## src/rtl/oor_pkg.sv

```systemverilog
package oor_pkg;

  localparam int unsigned SEL_W  = 3;
  localparam int unsigned BASE_W = 14;

  // Threshold magnitude for a select code, scaled from the 14-bit base.
  function automatic int unsigned fast_thr(input logic [SEL_W-1:0] sel,
                                           input int unsigned samp_w);
    int unsigned base;
    case (sel)
      3'd0:    base = 768;
      3'd1:    base = 1280;
      3'd2:    base = 2304;
      3'd3:    base = 3328;
      3'd4:    base = 4352;
      3'd5:    base = 5376;
      3'd6:    base = 6400;
      default: base = 7424;
    endcase
    return base << (samp_w - BASE_W);
  endfunction

endpackage

```

## src/rtl/oor_mag_cmp.sv

```systemverilog
module oor_mag_cmp #(
  parameter int unsigned SAMP_W = 14
) (
  input  logic [SAMP_W-1:0] samp_i,
  input  logic [SAMP_W-2:0] thr_i,
  output logic              ge_o,
  output logic              extreme_o
);

  localparam int unsigned MAG_W = SAMP_W - 1;
  localparam logic [SAMP_W-1:0] CODE_MAX = {1'b0, {MAG_W{1'b1}}};
  localparam logic [SAMP_W-1:0] CODE_MIN = {1'b1, {MAG_W{1'b0}}};

  logic [SAMP_W-1:0] neg;
  logic [MAG_W-1:0]  mag;

  always_comb begin
    neg = ~samp_i + SAMP_W'(1);
    if (!samp_i[SAMP_W-1]) begin
      mag = samp_i[MAG_W-1:0];
    end else if (samp_i == CODE_MIN) begin
      mag = {MAG_W{1'b1}};
    end else begin
      mag = neg[MAG_W-1:0];
    end
  end

  assign ge_o      = (mag >= thr_i);
  assign extreme_o = (samp_i == CODE_MAX) || (samp_i == CODE_MIN);

endmodule

```

## src/rtl/oor_delay_line.sv

```systemverilog
module oor_delay_line #(
  parameter int unsigned DEPTH = 3
) (
  input  logic clk,
  input  logic rst_n,
  input  logic d_i,
  output logic q_o
);

  logic [DEPTH-1:0] stage_q;
  logic [DEPTH-1:0] stage_d;

  generate
    if (DEPTH == 1) begin : g_single
      always_comb stage_d = d_i;
    end else begin : g_multi
      always_comb stage_d = {stage_q[DEPTH-2:0], d_i};
    end
  endgenerate

  always_ff @(posedge clk or negedge rst_n) begin
    if (!rst_n) begin
      stage_q <= '0;
    end else begin
      stage_q <= stage_d;
    end
  end

  assign q_o = stage_q[DEPTH-1];

endmodule

```

## src/rtl/oor_channel.sv

```systemverilog
module oor_channel #(
  parameter int unsigned SAMP_W   = 14,
  parameter int unsigned NORM_LAT = 14,
  parameter int unsigned FAST_LAT = 4
) (
  input  logic                     clk,
  input  logic                     rst_n,
  input  logic                     fast_en_i,
  input  logic [oor_pkg::SEL_W-1:0] thr_sel_i,
  input  logic [SAMP_W-1:0]        samp_i,
  input  logic                     ovf_i,
  output logic                     oor_o
);

  localparam int unsigned MAG_W = SAMP_W - 1;
  localparam int unsigned AGE_W = $clog2(NORM_LAT + 1);

  logic [MAG_W-1:0] thr;
  logic             ge;
  logic             extreme;
  logic             fast_hit;
  logic             norm_hit;
  logic             fast_tail;
  logic             norm_tail;
  logic             oor_d;
  logic             oor_q;
  logic [AGE_W-1:0] age_d;
  logic [AGE_W-1:0] age_q;

  assign thr = MAG_W'(oor_pkg::fast_thr(thr_sel_i, SAMP_W));

  oor_mag_cmp #(.SAMP_W(SAMP_W)) mag_i (
    .samp_i    (samp_i),
    .thr_i     (thr),
    .ge_o      (ge),
    .extreme_o (extreme)
  );

  // The mode is folded into each entry flag so it travels with the sample.
  assign fast_hit = fast_en_i & ge;
  assign norm_hit = ~fast_en_i & (extreme | ovf_i);

  oor_delay_line #(.DEPTH(FAST_LAT - 1)) fast_dl_i (
    .clk (clk), .rst_n (rst_n), .d_i (fast_hit), .q_o (fast_tail)
  );

  oor_delay_line #(.DEPTH(NORM_LAT - 1)) norm_dl_i (
    .clk (clk), .rst_n (rst_n), .d_i (norm_hit), .q_o (norm_tail)
  );

  always_comb oor_d = fast_tail | norm_tail;

  always_ff @(posedge clk or negedge rst_n) begin
    if (!rst_n) begin
      oor_q <= 1'b0;
    end else begin
      oor_q <= oor_d;
    end
  end

  assign oor_o = oor_q;

  // Cycles since reset release, saturating; bounds the assertion windows.
  always_comb age_d = (age_q == AGE_W'(NORM_LAT)) ? age_q : age_q + AGE_W'(1);

  always_ff @(posedge clk or negedge rst_n) begin
    if (!rst_n) begin
      age_q <= '0;
    end else begin
      age_q <= age_d;
    end
  end

  generate
    if (FAST_LAT == 4 && NORM_LAT == 14) begin : g_chk
      // a fast-mode hit reaches the output four cycles later
      p_fast_lat_r5: assert property (@(posedge clk) disable iff (!rst_n)
        (age_q >= AGE_W'(4) && $past(fast_hit, 4)) |-> oor_o);
      // a normal-mode hit reaches the output fourteen cycles later
      p_norm_lat_r2: assert property (@(posedge clk) disable iff (!rst_n)
        (age_q >= AGE_W'(14) && $past(norm_hit, 14)) |-> oor_o);
      // a code extreme in normal mode is always flagged
      p_extreme_r3: assert property (@(posedge clk) disable iff (!rst_n)
        (age_q >= AGE_W'(14) && $past(extreme & ~fast_en_i, 14)) |-> oor_o);
      // no cause in either window means no flag
      p_quiet_r4: assert property (@(posedge clk) disable iff (!rst_n)
        (age_q >= AGE_W'(14) && !$past(fast_hit, 4) && !$past(norm_hit, 14))
        |-> !oor_o);
    end
  endgenerate

endmodule

```

## src/rtl/oor_dual_detector.sv

```systemverilog
module oor_dual_detector #(
  parameter int unsigned SAMP_W   = 14,
  parameter int unsigned NORM_LAT = 14,
  parameter int unsigned FAST_LAT = 4
) (
  input  logic              clk,
  input  logic              rst_n,
  input  logic              fast_en,
  input  logic [2:0]        thr_sel,
  input  logic [SAMP_W-1:0] samp_a,
  input  logic              ovf_a,
  input  logic [SAMP_W-1:0] samp_b,
  input  logic              ovf_b,
  output logic              oor_a,
  output logic              oor_b
);

  localparam int unsigned N_CH = 2;

  logic [SAMP_W-1:0] samp [N_CH];
  logic [N_CH-1:0]   ovf;
  logic [N_CH-1:0]   oor;

  assign samp[0] = samp_a;
  assign samp[1] = samp_b;
  assign ovf     = {ovf_b, ovf_a};

  generate
    for (genvar ch = 0; ch < N_CH; ch++) begin : g_ch
      oor_channel #(
        .SAMP_W   (SAMP_W),
        .NORM_LAT (NORM_LAT),
        .FAST_LAT (FAST_LAT)
      ) chan_i (
        .clk       (clk),
        .rst_n     (rst_n),
        .fast_en_i (fast_en),
        .thr_sel_i (thr_sel),
        .samp_i    (samp[ch]),
        .ovf_i     (ovf[ch]),
        .oor_o     (oor[ch])
      );
    end
  endgenerate

  assign oor_a = oor[0];
  assign oor_b = oor[1];

  // outputs held low while reset is applied
  always @(negedge clk) begin
    if (!rst_n) begin
      p_reset_low_r1: assert (oor == '0);
    end
  end

endmodule

```

## config.mk

```make
export PLATFORM = sky130hd
export DESIGN_NAME = oor_dual_detector
export DESIGN_NICKNAME = d
export VERILOG_FILES = /design/src/rtl/oor_pkg.sv /design/src/rtl/oor_mag_cmp.sv /design/src/rtl/oor_delay_line.sv /design/src/rtl/oor_channel.sv /design/src/rtl/oor_dual_detector.sv
export SDC_FILE = /design/constraint.sdc
export NUM_CORES = 1
export LEC_CHECK = 0
export BUFFER_PORTS_ARGS = -buffer_cell sky130_fd_sc_hd__buf_2
export CAP_MARGIN = 5
export CORE_MARGIN = 2
export CORE_UTILIZATION = 52
export DETAILED_ROUTE_END_ITERATION = 7
export GPL_TIMING_DRIVEN = 0
export PLACE_DENSITY_LB_ADDON = 0.1
export SLEW_MARGIN = 20
export SYNTH_ARGS = -nofsm -noshare
export SYNTH_HDL_FRONTEND = slang
export SYNTH_SLANG_ARGS = --single-unit
```

## constraint.sdc

```tcl
create_clock -name clk -period 1 [get_ports clk]
set_input_delay 0.1 -clock clk [delete_from_list [all_inputs] [get_ports clk]]
set_output_delay 0.1 -clock clk [all_outputs]
set_load 0.01 [all_outputs]
```

# Word level (Yosys, flattened, before mapping)
# Index checks and enable logic that the tools add are counted.
# W data, S select, Z words.
# totals
reg_bits	34
inputBits	36
output_inout_bits	2
word_cells	39
# classes
addsub	2
magnitude_cmp	2
n_eq_ne	10
n_mux	5
bitwise_logic	11
reduce_logical	3
# ops
operator	n
$pmux W13 S7	1
$mux W13	4
$eq A14 B13 Y1 const B	2
$eq A14 B14 Y1 const B	2
$add A13 B1 Y13 const B	2
$ge A13 B13 Y1	2
$not A13 Y13	2
$eq A3 B3 Y1 const B	3
$eq A3 B2 Y1 const B	2
$and A1 B1 Y1	4
$or A1 B1 Y1	4
$eq A3 B1 Y1 const B	1
$logic_not A3 Y1	1
$logic_or A1 B1 Y1	2
$not A1 Y1	1

# Logic depth before layout (Yosys ltp)
# logic_depth
word_depth	6
depth_mapped	11
depth_no_buf	11

# Cells and area by module
# Synthesis repeated with hierarchy kept, for this count alone.
# hier_totals
cells_unflattened	268
area_unflattened_um2	2379.8
# by_module_without_submodules
mod	instances	cells_per_inst	area_each_um2	seq_area_each_um2
oor_mag_cmp (g_ch[1].chan_i.mag_i)	1	107	716.9	0.0
oor_mag_cmp (g_ch[0].chan_i.mag_i)	1	109	709.4	0.0
oor_delay_line (g_ch[0].chan_i.norm_dl_i ...)	2	13	325.3	325.3
oor_channel	2	10	76.3	25.0
oor_delay_line (g_ch[0].chan_i.fast_dl_i ...)	2	3	75.1	75.1

# Least setup slack after synthesis
# No wires, ideal clock.
# synth_timing
path_kind	input -> register
start	input samp_a[0]
end	register g_ch[0].chan_i.fast_dl_i.stage_q[0]
setup_time_ns	0.134
arrival_ns	2.226
required_ns	0.866
path_slack_ns	-1.360
stages	11
n_path_buf	0
path_cell_list	inv_1 > ha_1 > or3b_2 > nor4_4 > nor2_1 > mux2i_1 > ha_1 > a21oi_1 > a21boi_0 > a2111oi_0 > a21oi_1
# synth_between
elab_chain_len	6
word_cells_on_any_way	7
cone_classes	1 x add/sub; 1 x order compare; 1 x eq/ne; 2 x mux; 2 x bitwise
# synth_lines
item	line_no	text
from (decl)	oor_dual_detector.sv:10	input logic [SAMP_W-1:0] samp_a,
$not A13 Y13	oor_mag_cmp.sv:18	neg = ~samp_i + SAMP_W'(1);
$add A13 B1 Y13	oor_mag_cmp.sv:18	
$mux W13	oor_mag_cmp.sv:21	end else if (samp_i == CODE_MIN) begin
$mux W13 *	oor_mag_cmp.sv:19	if (!samp_i[SAMP_W-1]) begin
$ge A13 B13 Y1 *	oor_mag_cmp.sv:28	assign ge_o = (mag >= thr_i);
$and A1 B1 Y1 *	oor_channel.sv:40	assign fast_hit = fast_en_i & ge;
net g_ch[0].chan_i.fast_dl_i.d_i	oor_delay_line.sv:6	input logic d_i,
to (signal assigned)	oor_delay_line.sv:25	stage_q <= stage_d;
to (decl)	oor_delay_line.sv:10	logic [DEPTH-1:0] stage_q;
# Mark *: on every way through the listed nets, which the timed path passes. The rest lies on a longest branch.

# Final worst setup path
# layout_timing
start	input samp_a[1]
end	register g_ch[0].chan_i.fast_dl_i.stage_q[0]
# Same word-level chain as after synthesis.

==> impl_metrics.toml <==
[outcome]
status = "complete, but fails checks"
violations = "design-rule violations, negative setup slack"

[logic_synthesis]
muxShareOfSynthArea_pct = 1.92
synthesis.area_um2 = 1570
postSynthAreaPerCell_um2 = 11.2
synth_top_family_by_area = "simple AND/OR/NAND/NOR gates"
synth_cells = 140
yosys.area_share.simple_pct = 17.5
synth-compound-area-share_pct = 13.5
synth_cell_types = 35
synth_xor_area_share_pct = 0
synthAdderAreaFrac_pct = 9.58
synth-edff-count = 0
ys_seq_area_share_pct = 54.3
yosys_warnings = 0
synth_fp_nets = 188
synthFlopType = "dfrtp_1"
synth_seq_cells = 34
synthArstFlopShare_pct = 100

[grt]
grt_overflow = 0
track_usage_pct = 21.4
grt_pass1_wl_um = 5640
grt_max_degree = 35
antenna_found_initial = 0
grt_pass1_vias = 1290

[critical_path]
r2r_slack_ns = 0.24
crit_fanout = 3
cp.required_ns = 1.20
cp-end-kind = "flop"
rr_endpoint = "g_ch[0].chan_i.oor_o$_DFF_PN0_"
r2r-start = "g_ch[0].chan_i.norm_dl_i.stage_q[12]$_DFF_PN0_"
crit_arrival_ns = 2.22
start_kind = "input pin"
crit_type = "input pin to flop"
worst_r2r_path_depth = 1

[timing]
finalWorstSetupSlack_ns = -1.02
skew_ns = 0.00449
rsz0062_at_grt = "yes"
finalCriticalPeriod_ns = 2.02
max_slew_margin_pct = 54.7
timing.setup.tns_ns = -2.10
hold_slack_ns = 0.0155
setup_violations = 3
period_share_pct = 202
final_hold_viol_count = 0
max_clock_freq_mhz = 496
worst_pin_slew_ns = 0.679
drv_slew = 0

[clock_network]
clk_path_buf_depth = 2
cts_buffers = 5
cts.sink_count = 34
path_clk_slew_ns = 0.09
clockRootBuffer = "clkbuf_4"
clk_latency_ns = 0.32
htreeDepth = 2
cts_tree = "done"

[placed_design]
hpwl_um = 2270
portBuffers = 35
gp_congestion = 0.802

[floorplan]
io-pin-count = 38
die_h_um = 58.9
die_area_um2 = 3470
fp.dieW_um = 58.9
start_util_pct = 55.8
core_um2 = 2810
rows = 19

[routing]
remaining_drc_errors = 1
via_per_inst = 5.83
post_drt_wl_per_cell_um = 14.9
vias = 1312
dr.pass1.iters = 6
initialDrtViolationCount = 63
ant_nets = 0
wirelength_um = 3340

[final_layout]
antenna_cells = 0
fin_nets = 241
drive_above_1_share_pct = 41.8
final_common_cell = "dfrtp_1"
final_cell_mix = "dfrtp_1, buf_2, nor2_1"
multi_input_area_um2 = 800
fill_cells = 190
syn2layout_area_growth_pct = 37.4
register_area_um2 = 851

[pwr]
pwr_density_cell_nw_per_um2 = 1250
vdd_drop_max_v = 0.000495
p_leak_nw = 1.02

[flow_run]
maxCapViolCount = 0

[min_path]
holdPathEnd = "g_ch[0].chan_i.norm_dl_i.stage_q[0]$_DFF_PN0_"
hold_path_startpoint = "ovf_a"
hold_depth = 3
hold_path.class = "input pin to flop"
-- through the flow --
stage               instance area, µm²  total power [W]  worst slack [ns]  util [%]  std cells
floorplan                         1650          0.00170             -1.12         -        140
global placement                  1870          0.00188             -1.49      66.5        206
detailed placement                1870          0.00190             -1.60      66.5        206
CTS                               2080          0.00271             -1.10      74.3        222
global route                      2150          0.00286             -1.16      76.7        225
finish                            2150          0.00270             -1.02      76.7        225
-- synth_stat cells, types with 2 or more instances --
cell      instances  share of area (%)
o311a_1           2                1.3
inv_1            10                2.4
ha_1             12                9.6
mux2i_1           3                1.9
o21a_1            2               0.96
nand3_1           7                2.2
or4_4             2                1.4
nand2b_1          2               0.80
nand4_1           3                1.2
clkbuf_1          2               0.48
o31ai_1           2               0.96
nor2_1           11                2.6
a21oi_1           9                2.9
o21ai_0           5                1.6
or2_2             2               0.80
or3_1             3                1.2
nor4_1            3                1.2
nor3_1            3               0.96
nand2_1           5                1.2
and4_1            2                1.1
dfrtp_1          34                 54
o41ai_1           3                1.7
-- sequential cells by signal (all words and copies together) (netlist names) --
register	count
g_ch.chan_i.oor_o	2
g_ch.chan_i.norm_dl_i.stage_q	26
g_ch.chan_i.fast_dl_i.stage_q	6
-- critical path, stage by stage --
cell and delay (ns):
buf_12 0.11, inv_12 0.04, ha_4 0.11, or3b_4 0.39, nor4_4 0.30, buf_4 0.16, nor2_1 0.03, mux2i_1 0.14
ha_1 0.28, a21oi_2 0.16, a21boi_2 0.08, a2111oi_2 0.20, a21oi_1 0.11
-- per-layer routing --
metal / routed length (µm) / track usage [%] / vias to the layer above
met3: 117 / 4.62 / 8
li1: - / - / 621
met1: 1410 / 26.9 / 645
met2: 1740 / 36.2 / 38
met4: 66 / 8.12 / 0
met5: 0 / 0 / -
-- cell families after synthesis --
logic type | Yosys count
and+or+nand+nor | 47
DFF | 34
AOI/OAI and AO/OA | 31
buffers and inverters | 13
adders and majority gates | 12
muxes | 3
-- how the worst max path moves through the flow --
stage / depth (start not counted) / endpoint / slack [ns] / startpoint
5_1_grt: 13 / g_ch[0].chan_i.fast_dl_i.stage_q[0]$_DFF_PN0_ / -1.16 / samp_a[0]
3_5_place_dp: 12 / g_ch[0].chan_i.fast_dl_i.stage_q[0]$_DFF_PN0_ / -1.60 / samp_a[1]
6_report: 13 / g_ch[0].chan_i.fast_dl_i.stage_q[0]$_DFF_PN0_ / -1.02 / samp_a[1]
3_3_place_gp: 12 / g_ch[0].chan_i.fast_dl_i.stage_q[0]$_DFF_PN0_ / -1.49 / samp_a[1]
4_1_cts: 10 / g_ch[0].chan_i.fast_dl_i.stage_q[0]$_DFF_PN0_ / -1.10 / samp_a[10]
2_1_floorplan: 9 / g_ch[0].chan_i.fast_dl_i.stage_q[0]$_DFF_PN0_ / -1.12 / samp_a[2]
-- report_power, final --
group,switching [W],total [W],internal [W]
logic,0.000255,0.000474,0.000219
registers,0.0000213,0.00148,0.00146
clock network,0.000402,0.000742,0.000340
-- repair_timing --
item | CTS | global route
endpoints found under the setup margin | 3 | 4
hold buffers | 2 | 0
resized for setup | 25 | 16
buffers inserted | 6 | 5
hold endpoints to repair | 36 | 0
pin swaps | 16 | 14
-- layout make-up --
class / count / share of cell area [%]
Buffer: 3 / 0.640
Clock buffer: 7 / 2.56
Clock inverter: 1 / 0.233
Inverter: 10 / 2.56
Multi-Input combinational cell: 93 / 37.2
Sequential cell: 34 / 39.5
Tap cell: 31 / 1.80
Timing Repair Buffer: 46 / 15.5
(Power assumes the default switching activity.)
